<file path="src/rtl/ptim_pkg.sv">
package ptim_pkg;

    typedef enum logic [1:0] {
        CK_INT  = 2'd0,
        CK_EXT  = 2'd1,
        CK_GATE = 2'd2,
        CK_TRIG = 2'd3
    } ck_mode_e;

    typedef struct packed {
        ck_mode_e mode;
        logic     cont;
        logic     arm;
    } ctl_t;

    localparam int CTL_BITS = 4;

    function automatic ctl_t decode_ctl(input logic [CTL_BITS-1:0] w);
        ctl_t d;
        d.arm  = w[0];
        d.cont = w[1];
        d.mode = ck_mode_e'(w[3:2]);
        return d;
    endfunction

    function automatic logic runs_on_start(input ck_mode_e m);
        return m != CK_TRIG;
    endfunction

endpackage

</file>
<file path="src/rtl/ptim_pin_sync.sv">
module ptim_pin_sync #(
    parameter int SYNC_STAGES = 2
) (
    input  logic clk,
    input  logic rst,
    input  logic pin,
    output logic level,
    output logic fall
);
    logic [SYNC_STAGES:0] chain;

    always_ff @(posedge clk) begin
        if (rst) chain <= '0;
        else     chain <= {chain[SYNC_STAGES-1:0], pin};
    end

    assign level = chain[SYNC_STAGES-1];
    assign fall  = chain[SYNC_STAGES] & ~chain[SYNC_STAGES-1];

    AST_FALL_SINGLE: assert property (@(posedge clk) disable iff (rst)
        fall |=> !fall);
endmodule

</file>
<file path="src/rtl/ptim_tick_sel.sv">
module ptim_tick_sel
    import ptim_pkg::*;
#(
    parameter int INT_DIV = 4
) (
    input  logic     clk,
    input  logic     rst,
    input  logic     clear,
    input  ck_mode_e mode,
    input  logic     pin_level,
    input  logic     pin_fall,
    output logic     tick
);
    localparam int DIV_W = (INT_DIV > 2) ? $clog2(INT_DIV) : 1;
    localparam logic [DIV_W-1:0] DIV_LAST = DIV_W'(INT_DIV - 1);
    localparam logic [DIV_W-1:0] DIV_ONE  = DIV_W'(1);

    logic [DIV_W-1:0] div_q;
    logic             int_tick;

    always_ff @(posedge clk) begin
        if (rst || clear)          div_q <= '0;
        else if (div_q == DIV_LAST) div_q <= '0;
        else                        div_q <= div_q + DIV_ONE;
    end

    assign int_tick = (div_q == DIV_LAST);

    always_comb begin
        case (mode)
            CK_EXT:  tick = pin_fall;
            CK_GATE: tick = int_tick & pin_level;
            default: tick = int_tick;
        endcase
    end

    AST_DIV_SPACING: assert property (@(posedge clk) disable iff (rst)
        int_tick |=> !int_tick);
endmodule

</file>
<file path="src/rtl/ptim_down_stage.sv">
module ptim_down_stage #(
    parameter int W = 8
) (
    input  logic         clk,
    input  logic         rst,
    input  logic         load,
    input  logic         en,
    input  logic         wrap,
    input  logic [W-1:0] init,
    output logic [W-1:0] value,
    output logic         term
);
    localparam logic [W-1:0] ONE = W'(1);

    logic [W-1:0] val_q;

    always_ff @(posedge clk) begin
        if (rst)                        val_q <= '0;
        else if (load)                  val_q <= init;
        else if (en) begin
            if (val_q == ONE && wrap)   val_q <= init;
            else                        val_q <= val_q - ONE;
        end
    end

    assign value = val_q;
    assign term  = en & ~load & (val_q == ONE);

    AST_RELOAD_AT_END: assert property (@(posedge clk) disable iff (rst)
        (en && !load && val_q == ONE && wrap) |=> (val_q == $past(init)));
    AST_IDLE_HOLDS: assert property (@(posedge clk) disable iff (rst)
        (!en && !load) |=> $stable(val_q));
endmodule

</file>
<file path="src/rtl/ptim_top.sv">
module ptim_top
    import ptim_pkg::*;
#(
    parameter int PRE_W       = 6,
    parameter int CNT_W       = 8,
    parameter int DATA_W      = 8,
    parameter int INT_DIV     = 4,
    parameter int SYNC_STAGES = 2
) (
    input  logic              clk,
    input  logic              rst,
    input  logic              tin,
    input  logic              wr_pre,
    input  logic              wr_cnt,
    input  logic              wr_ctl,
    input  logic [DATA_W-1:0] wdata,
    input  logic              rd_cnt,
    output logic [CNT_W-1:0]  rdata,
    output logic              irq
);
    logic [PRE_W-1:0] pre_init_q;
    logic [CNT_W-1:0] cnt_init_q;
    ctl_t             ctl_q, new_ctl;
    logic             running_q, irq_q;
    logic [CNT_W-1:0] rdata_q;

    logic             pin_level, pin_fall, tick;
    logic             start_wr, trig_fire, load_all, tick_en;
    logic [PRE_W-1:0] pre_val;
    logic [CNT_W-1:0] main_val;
    logic             pre_term, main_term;

    assign new_ctl   = decode_ctl(wdata[CTL_BITS-1:0]);
    assign start_wr  = wr_ctl & new_ctl.arm;
    assign trig_fire = ~wr_ctl & ctl_q.arm & (ctl_q.mode == CK_TRIG) & pin_fall;
    assign load_all  = start_wr | trig_fire;
    assign tick_en   = running_q & tick & ~load_all;

    ptim_pin_sync #(.SYNC_STAGES(SYNC_STAGES)) u_sync (
        .clk(clk), .rst(rst), .pin(tin), .level(pin_level), .fall(pin_fall)
    );

    ptim_tick_sel #(.INT_DIV(INT_DIV)) u_tick (
        .clk(clk), .rst(rst), .clear(load_all), .mode(ctl_q.mode),
        .pin_level(pin_level), .pin_fall(pin_fall), .tick(tick)
    );

    ptim_down_stage #(.W(PRE_W)) u_pre (
        .clk(clk), .rst(rst), .load(load_all), .en(tick_en), .wrap(1'b1),
        .init(pre_init_q), .value(pre_val), .term(pre_term)
    );

    ptim_down_stage #(.W(CNT_W)) u_main (
        .clk(clk), .rst(rst), .load(load_all), .en(pre_term), .wrap(ctl_q.cont),
        .init(cnt_init_q), .value(main_val), .term(main_term)
    );

    always_ff @(posedge clk) begin
        if (rst) begin
            pre_init_q <= '0;
            cnt_init_q <= '0;
            ctl_q      <= '0;
            running_q  <= 1'b0;
            irq_q      <= 1'b0;
            rdata_q    <= '0;
        end else begin
            if (wr_pre) pre_init_q <= wdata[PRE_W-1:0];
            if (wr_cnt) cnt_init_q <= wdata[CNT_W-1:0];
            if (wr_ctl) begin
                ctl_q     <= new_ctl;
                running_q <= new_ctl.arm & runs_on_start(new_ctl.mode);
            end else if (trig_fire) begin
                running_q <= 1'b1;
            end else if (main_term && !ctl_q.cont) begin
                running_q <= 1'b0;
            end
            irq_q <= main_term;
            if (rd_cnt) rdata_q <= main_val;
        end
    end

    assign rdata = rdata_q;
    assign irq   = irq_q;

    AST_IRQ_PULSE: assert property (@(posedge clk) disable iff (rst)
        irq_q |=> !irq_q);
    AST_SINGLE_STOP: assert property (@(posedge clk) disable iff (rst)
        (irq_q && !ctl_q.cont && !$past(wr_ctl) && ctl_q.mode != CK_TRIG)
            |-> (!running_q && main_val == '0));
    AST_READ_HELD: assert property (@(posedge clk) disable iff (rst)
        !$past(rd_cnt) |-> $stable(rdata_q));
    AST_TRIG_WAITS: assert property (@(posedge clk) disable iff (rst)
        ($past(start_wr) && ctl_q.mode == CK_TRIG) |-> !running_q);
endmodule

</file>
<file path="config.mk">
export PLATFORM = sky130hd
export DESIGN_NAME = ptim_top
export DESIGN_NICKNAME = d
export VERILOG_FILES = /design/src/rtl/ptim_pkg.sv /design/src/rtl/ptim_pin_sync.sv /design/src/rtl/ptim_tick_sel.sv /design/src/rtl/ptim_down_stage.sv /design/src/rtl/ptim_top.sv
export SDC_FILE = /design/constraint.sdc
export NUM_CORES = 1
export LEC_CHECK = 0
export BUFFER_PORTS_ARGS = -buffer_cell sky130_fd_sc_hd__buf_2
export CAP_MARGIN = 40
export CORE_AREA = 2 2 81 83
export DETAILED_ROUTE_END_ITERATION = 16
export DIE_AREA = 0 0 83 85
export SYNTH_ARGS = -nofsm -noshare
export SYNTH_HDL_FRONTEND = slang
export SYNTH_HIERARCHICAL = 1
export SYNTH_SLANG_ARGS = --single-unit
export TNS_END_PERCENT = 1
</file>
<file path="constraint.sdc">
create_clock -name clk -period 2.1 [get_ports clk]
set_input_delay 0.315 -clock clk [delete_from_list [all_inputs] [get_ports clk]]
set_output_delay 0.315 -clock clk [all_outputs]
set_load 0.005 [all_outputs]
</file>
==> results.md <==
- Post-detailed-routing wire length: 5040 um
- Startpoint class of the critical path: flip-flop
- Number of rows in the core area: 29
- Data arrival time at the worst-slack endpoint: 2370 ps
- List of cells traversed by the critical path: inv_2 > ha_4 > a21oi_2 > o22ai_1 > and4_1 > or2b_4 > nor2_4 > buf_6 > nand3_1 > or3_1 > a31oi_1
- Fill count: about 600
- Number of synthesized register bits: 47
- Outcome: complete, but fails checks
- Max FO, Critical Path: 7
- Post-route setup TNS: -106 ps
- Post-synth EDFFs: 0
- TritonRoute pass-1 iters: 4
- Min Clock Period, post-route: 2150 ps
- Starting Density: 36.2%
- DR vias: 1845
- Insertion delay of the later-clocked pin in the worst-skew pair: approximately 290 ps
- Maximum number of pins on one net before global-route repair: 27
- Aggregate global-route resource usage: 14.7%
- Post-placement cell area: approximately 2600 um2
- Ports placed on the boundary: 24
- RSZ-0062 raised after global routing: true
- Chip Width: 83 um
- Warning count from the yosys run: 6
- Proportion of register bits with asynchronous set or reset after synthesis: 0%
- Number of inserted diodes: 0
- IR drop worst, VDD: 0.000307 V
- Total Die Area: 7060 um2
- Final design area excluding fillers: approximately 2700 um2
- Detailed Route Iter0 Violations: 104
- Maximum buffer depth of the clock tree: 2
- Fraction of layout cells with a size suffix above 1: 27.5%
- Required @ worst endpoint: ~2300 ps
- Minimum setup slack in the final design: -53.7 ps
- Crit Path Class: flip-flop to flip-flop
- Final worst-path cycle share: 103%
- Critical path capture point type: flip-flop
- Quantity of I/O buffers inserted on ports: 23
- CTS sink cnt: 47
- Post-synthesis sequential area ratio: 41.9%
- Layout area overhead: 21.1%
- Violations in the final reports: negative setup slack
- Hold violation total from the final report: 0
- Hold crit path type: primary input to flip-flop
- Headroom to the max-slew limit: 63.3%
- Clock slew seen by the registers of the worst setup and hold paths: 80 ps
- Root Buffer Master: sky130_fd_sc_hd__clkbuf_8
- Most common flop cell mapped by yosys: sky130_fd_sc_hd__dfxtp_1
- Total power: 1.87 mW
- Initial antenna violation count: 0
- Leakage power figure: approximately 1.2 nW
- Post-Syn Instances: around 240
- Number of buffers added by the clock tree synthesis step: 5
- Layout Nets: 302
- H-tree depth reported by CTS: 2
- Count of unique library cells instantiated by Yosys: 58
- Total power per unit cell area: between 600 and 700 nW/um2
- Cell area after synthesis: 2240 um2
- Max Clk Rate: 464 MHz
- Slew of the pin with the lowest slew margin: 550 ps
- DRC Markers: 0
- Slowest library cell on the worst path: sky130_fd_sc_hd__dfxtp_2
- MaxCap Viol Count: 0
- HPWL after DPL: between 3000 and 4000 um
- Sum of overflow across all layers after global routing: 0
- DR WL/cell: roughly 14 um
- Maximum cell stage delay along the critical path: 340 ps
- GPL Wtd Cong: 0.796
- Finish-stage setup viols: 2
- Total core area: 6200 um2
- Global-route wire length before repair: 8480 um
- Final setup skew: 6.17 ps
- Via/cell ratio: roughly 5.2
- Final number of max-transition violations: 0
- CTS tree: yes
- Post-Synthesis Mean Instance Area: 9.39 um2
- Die Span Y: 85 um
- Number of global-route vias before repair: 1719
- Final ANT Viol Nets: 0
[cell usage after synthesis, types with 2 or more instances]
library cell / n / area (um2)
sky130_fd_sc_hd__nand2b_1: 2 / 12.5
sky130_fd_sc_hd__nor3_1: 8 / 40.0
sky130_fd_sc_hd__a21oi_1: 7 / 35.0
sky130_fd_sc_hd__inv_1: 8 / 30.0
sky130_fd_sc_hd__xor2_1: 2 / 17.5
sky130_fd_sc_hd__clkbuf_1: 2 / 7.51
sky130_fd_sc_hd__nand3_1: 3 / 15.0
sky130_fd_sc_hd__o21ai_0: 6 / 30.0
sky130_fd_sc_hd__nand3b_1: 3 / 22.5
sky130_fd_sc_hd__a31oi_1: 6 / 37.5
sky130_fd_sc_hd__or3_1: 3 / 18.8
sky130_fd_sc_hd__mux2i_1: 26 / 260
sky130_fd_sc_hd__a211oi_1: 6 / 45.0
sky130_fd_sc_hd__buf_6: 2 / 22.5
sky130_fd_sc_hd__nand2_1: 9 / 33.8
sky130_fd_sc_hd__nand4b_1: 2 / 17.5
sky130_fd_sc_hd__nor2_1: 37 / 139
sky130_fd_sc_hd__a21o_1: 2 / 15.0
sky130_fd_sc_hd__dfxtp_1: 47 / 941
sky130_fd_sc_hd__buf_2: 7 / 35.0
sky130_fd_sc_hd__o41ai_1: 2 / 17.5
sky130_fd_sc_hd__ha_1: 7 / 87.6
sky130_fd_sc_hd__nor2b_1: 7 / 43.8
[final cells by class]
| cell class | count | area (um2) | area share, % |
|---|---|---|---|
| clock buffer | 6 | 72.6 | 2.67 |
| sequential | 47 | 943 | 34.7 |
| timing repair buffer | 45 | 297 | 10.9 |
| inverter | 8 | 30.0 | 1.11 |
| tap | 77 | 96.3 | 3.55 |
| clock inverter | 1 | 30.0 | 1.11 |
| multi-input combinational | 173 | 1250 | 45.9 |
[cell usage in the layout, fill, tap and decap left out, types with 2 or more instances in the layout]
master,count
sky130_fd_sc_hd__nor2b_1,7
sky130_fd_sc_hd__a31oi_1,6
sky130_fd_sc_hd__buf_2,23
sky130_fd_sc_hd__xor2_1,2
sky130_fd_sc_hd__inv_1,7
sky130_fd_sc_hd__nor2_2,2
sky130_fd_sc_hd__a21oi_1,6
sky130_fd_sc_hd__nand3b_1,3
sky130_fd_sc_hd__nand3_1,3
sky130_fd_sc_hd__or3_1,3
sky130_fd_sc_hd__mux2i_1,26
sky130_fd_sc_hd__nand4b_1,2
sky130_fd_sc_hd__o21ai_0,4
sky130_fd_sc_hd__o41ai_1,2
sky130_fd_sc_hd__dfxtp_2,2
sky130_fd_sc_hd__nand2b_1,2
sky130_fd_sc_hd__nand2_1,9
sky130_fd_sc_hd__conb_1,2
sky130_fd_sc_hd__nor2_1,35
sky130_fd_sc_hd__ha_1,5
sky130_fd_sc_hd__nor3_1,8
sky130_fd_sc_hd__o21ai_1,2
sky130_fd_sc_hd__buf_4,20
sky130_fd_sc_hd__clkbuf_8,5
sky130_fd_sc_hd__a211oi_1,6
sky130_fd_sc_hd__a21o_1,2
sky130_fd_sc_hd__dfxtp_1,45
[path summary, 6_finish.rpt]
path                    from         endpoint  slack [ps]  cells after the start
max reg2reg         ctl_q[2]  u_main/value[6]         -50                     11
min reg2reg  u_sync/chain[0]  u_sync/chain[1]         450                      1
min                      tin  u_sync/chain[0]         230                      2
max                 ctl_q[2]  u_main/value[6]         -50                     11
[where the power goes]
part / internal, mW / total (mW) / leakage (nW) / switching [mW]
sequential: 0.936 / 0.971 / 0.386 / 0.0349
combinational: 0.124 / 0.262 / 0.734 / 0.138
clock: 0.349 / 0.638 / 0.0513 / 0.289
[sequential cells by signal, summed over array words and instances (netlist names)]
signal,cells
cnt_init_q,8
running_q,1
u_tick/div_q,2
u_pre/value,6
irq,1
rdata,8
pre_init_q,6
u_sync/chain,3
u_main/value,8
ctl_q,4
[cells by family (layout without fill, tap and decap cells)]
kind of cell / count (synthesis) / after routing / synth area share (%)
flip-flops: 47 / 47 / 41.9
AND/OR/NAND/NOR: 96 / 96 / 24.3
other: 1 / 2 / 0.167
adder cells (fa/ha/maj): 7 / 7 / 3.90
XOR/XNOR: 2 / 2 / 0.781
multiplexers: 26 / 26 / 11.6
AO/OA/AOI/OAI: 40 / 40 / 12.9
buffers and inverters: 20 / 60 / 4.41
[critical path, delay by kind of cell (launching register included)]
kind,cells,cell delay [ps]
AOI/OAI and AO/OA,3,360
adders and majority gates,1,260
buffers and inverters,2,160
DFF,1,340
and+or+nand+nor,5,960
[repair_timing]
| action | CTS | global route |
|---|---|---|
| setup endpoints to repair | 6 | 11 |
| hold buffers | 0 | 0 |
| pin swaps | 3 | 8 |
| setup buffers | 1 | 1 |
| hold endpoints to repair | 0 | 0 |
| gates resized for setup | 7 | 5 |
| gates cloned | 0 | 0 |
[per-layer routing]
metal / wire [um] / global-route usage [%] / part of all wire (%) / vias up
li1: - / - / - / 931
met1: 2480 / 19.8 / 49 / 884
met2: 2330 / 24.0 / 46 / 26
met3: 180 / 3.02 / 3.6 / 4
met4: 53 / 4.47 / 1.1 / 0
met5: 0 / 0 / 0 / -
[stage by stage]
stage | util [%] | std cells | setup WS [ps] | hold WS [ps]
after floorplan | - | 240 | -6.90 | 381
after global placement | 41.2 | 348 | -1.94 | 443
after detailed placement | 41.2 | 348 | -113 | 437
after CTS | 43.5 | 356 | -86.9 | 227
after global routing | 43.8 | 357 | -174 | 241
final | 43.8 | 357 | -53.7 | 233
No activity file was read; power rests on OpenSTA's default activity.
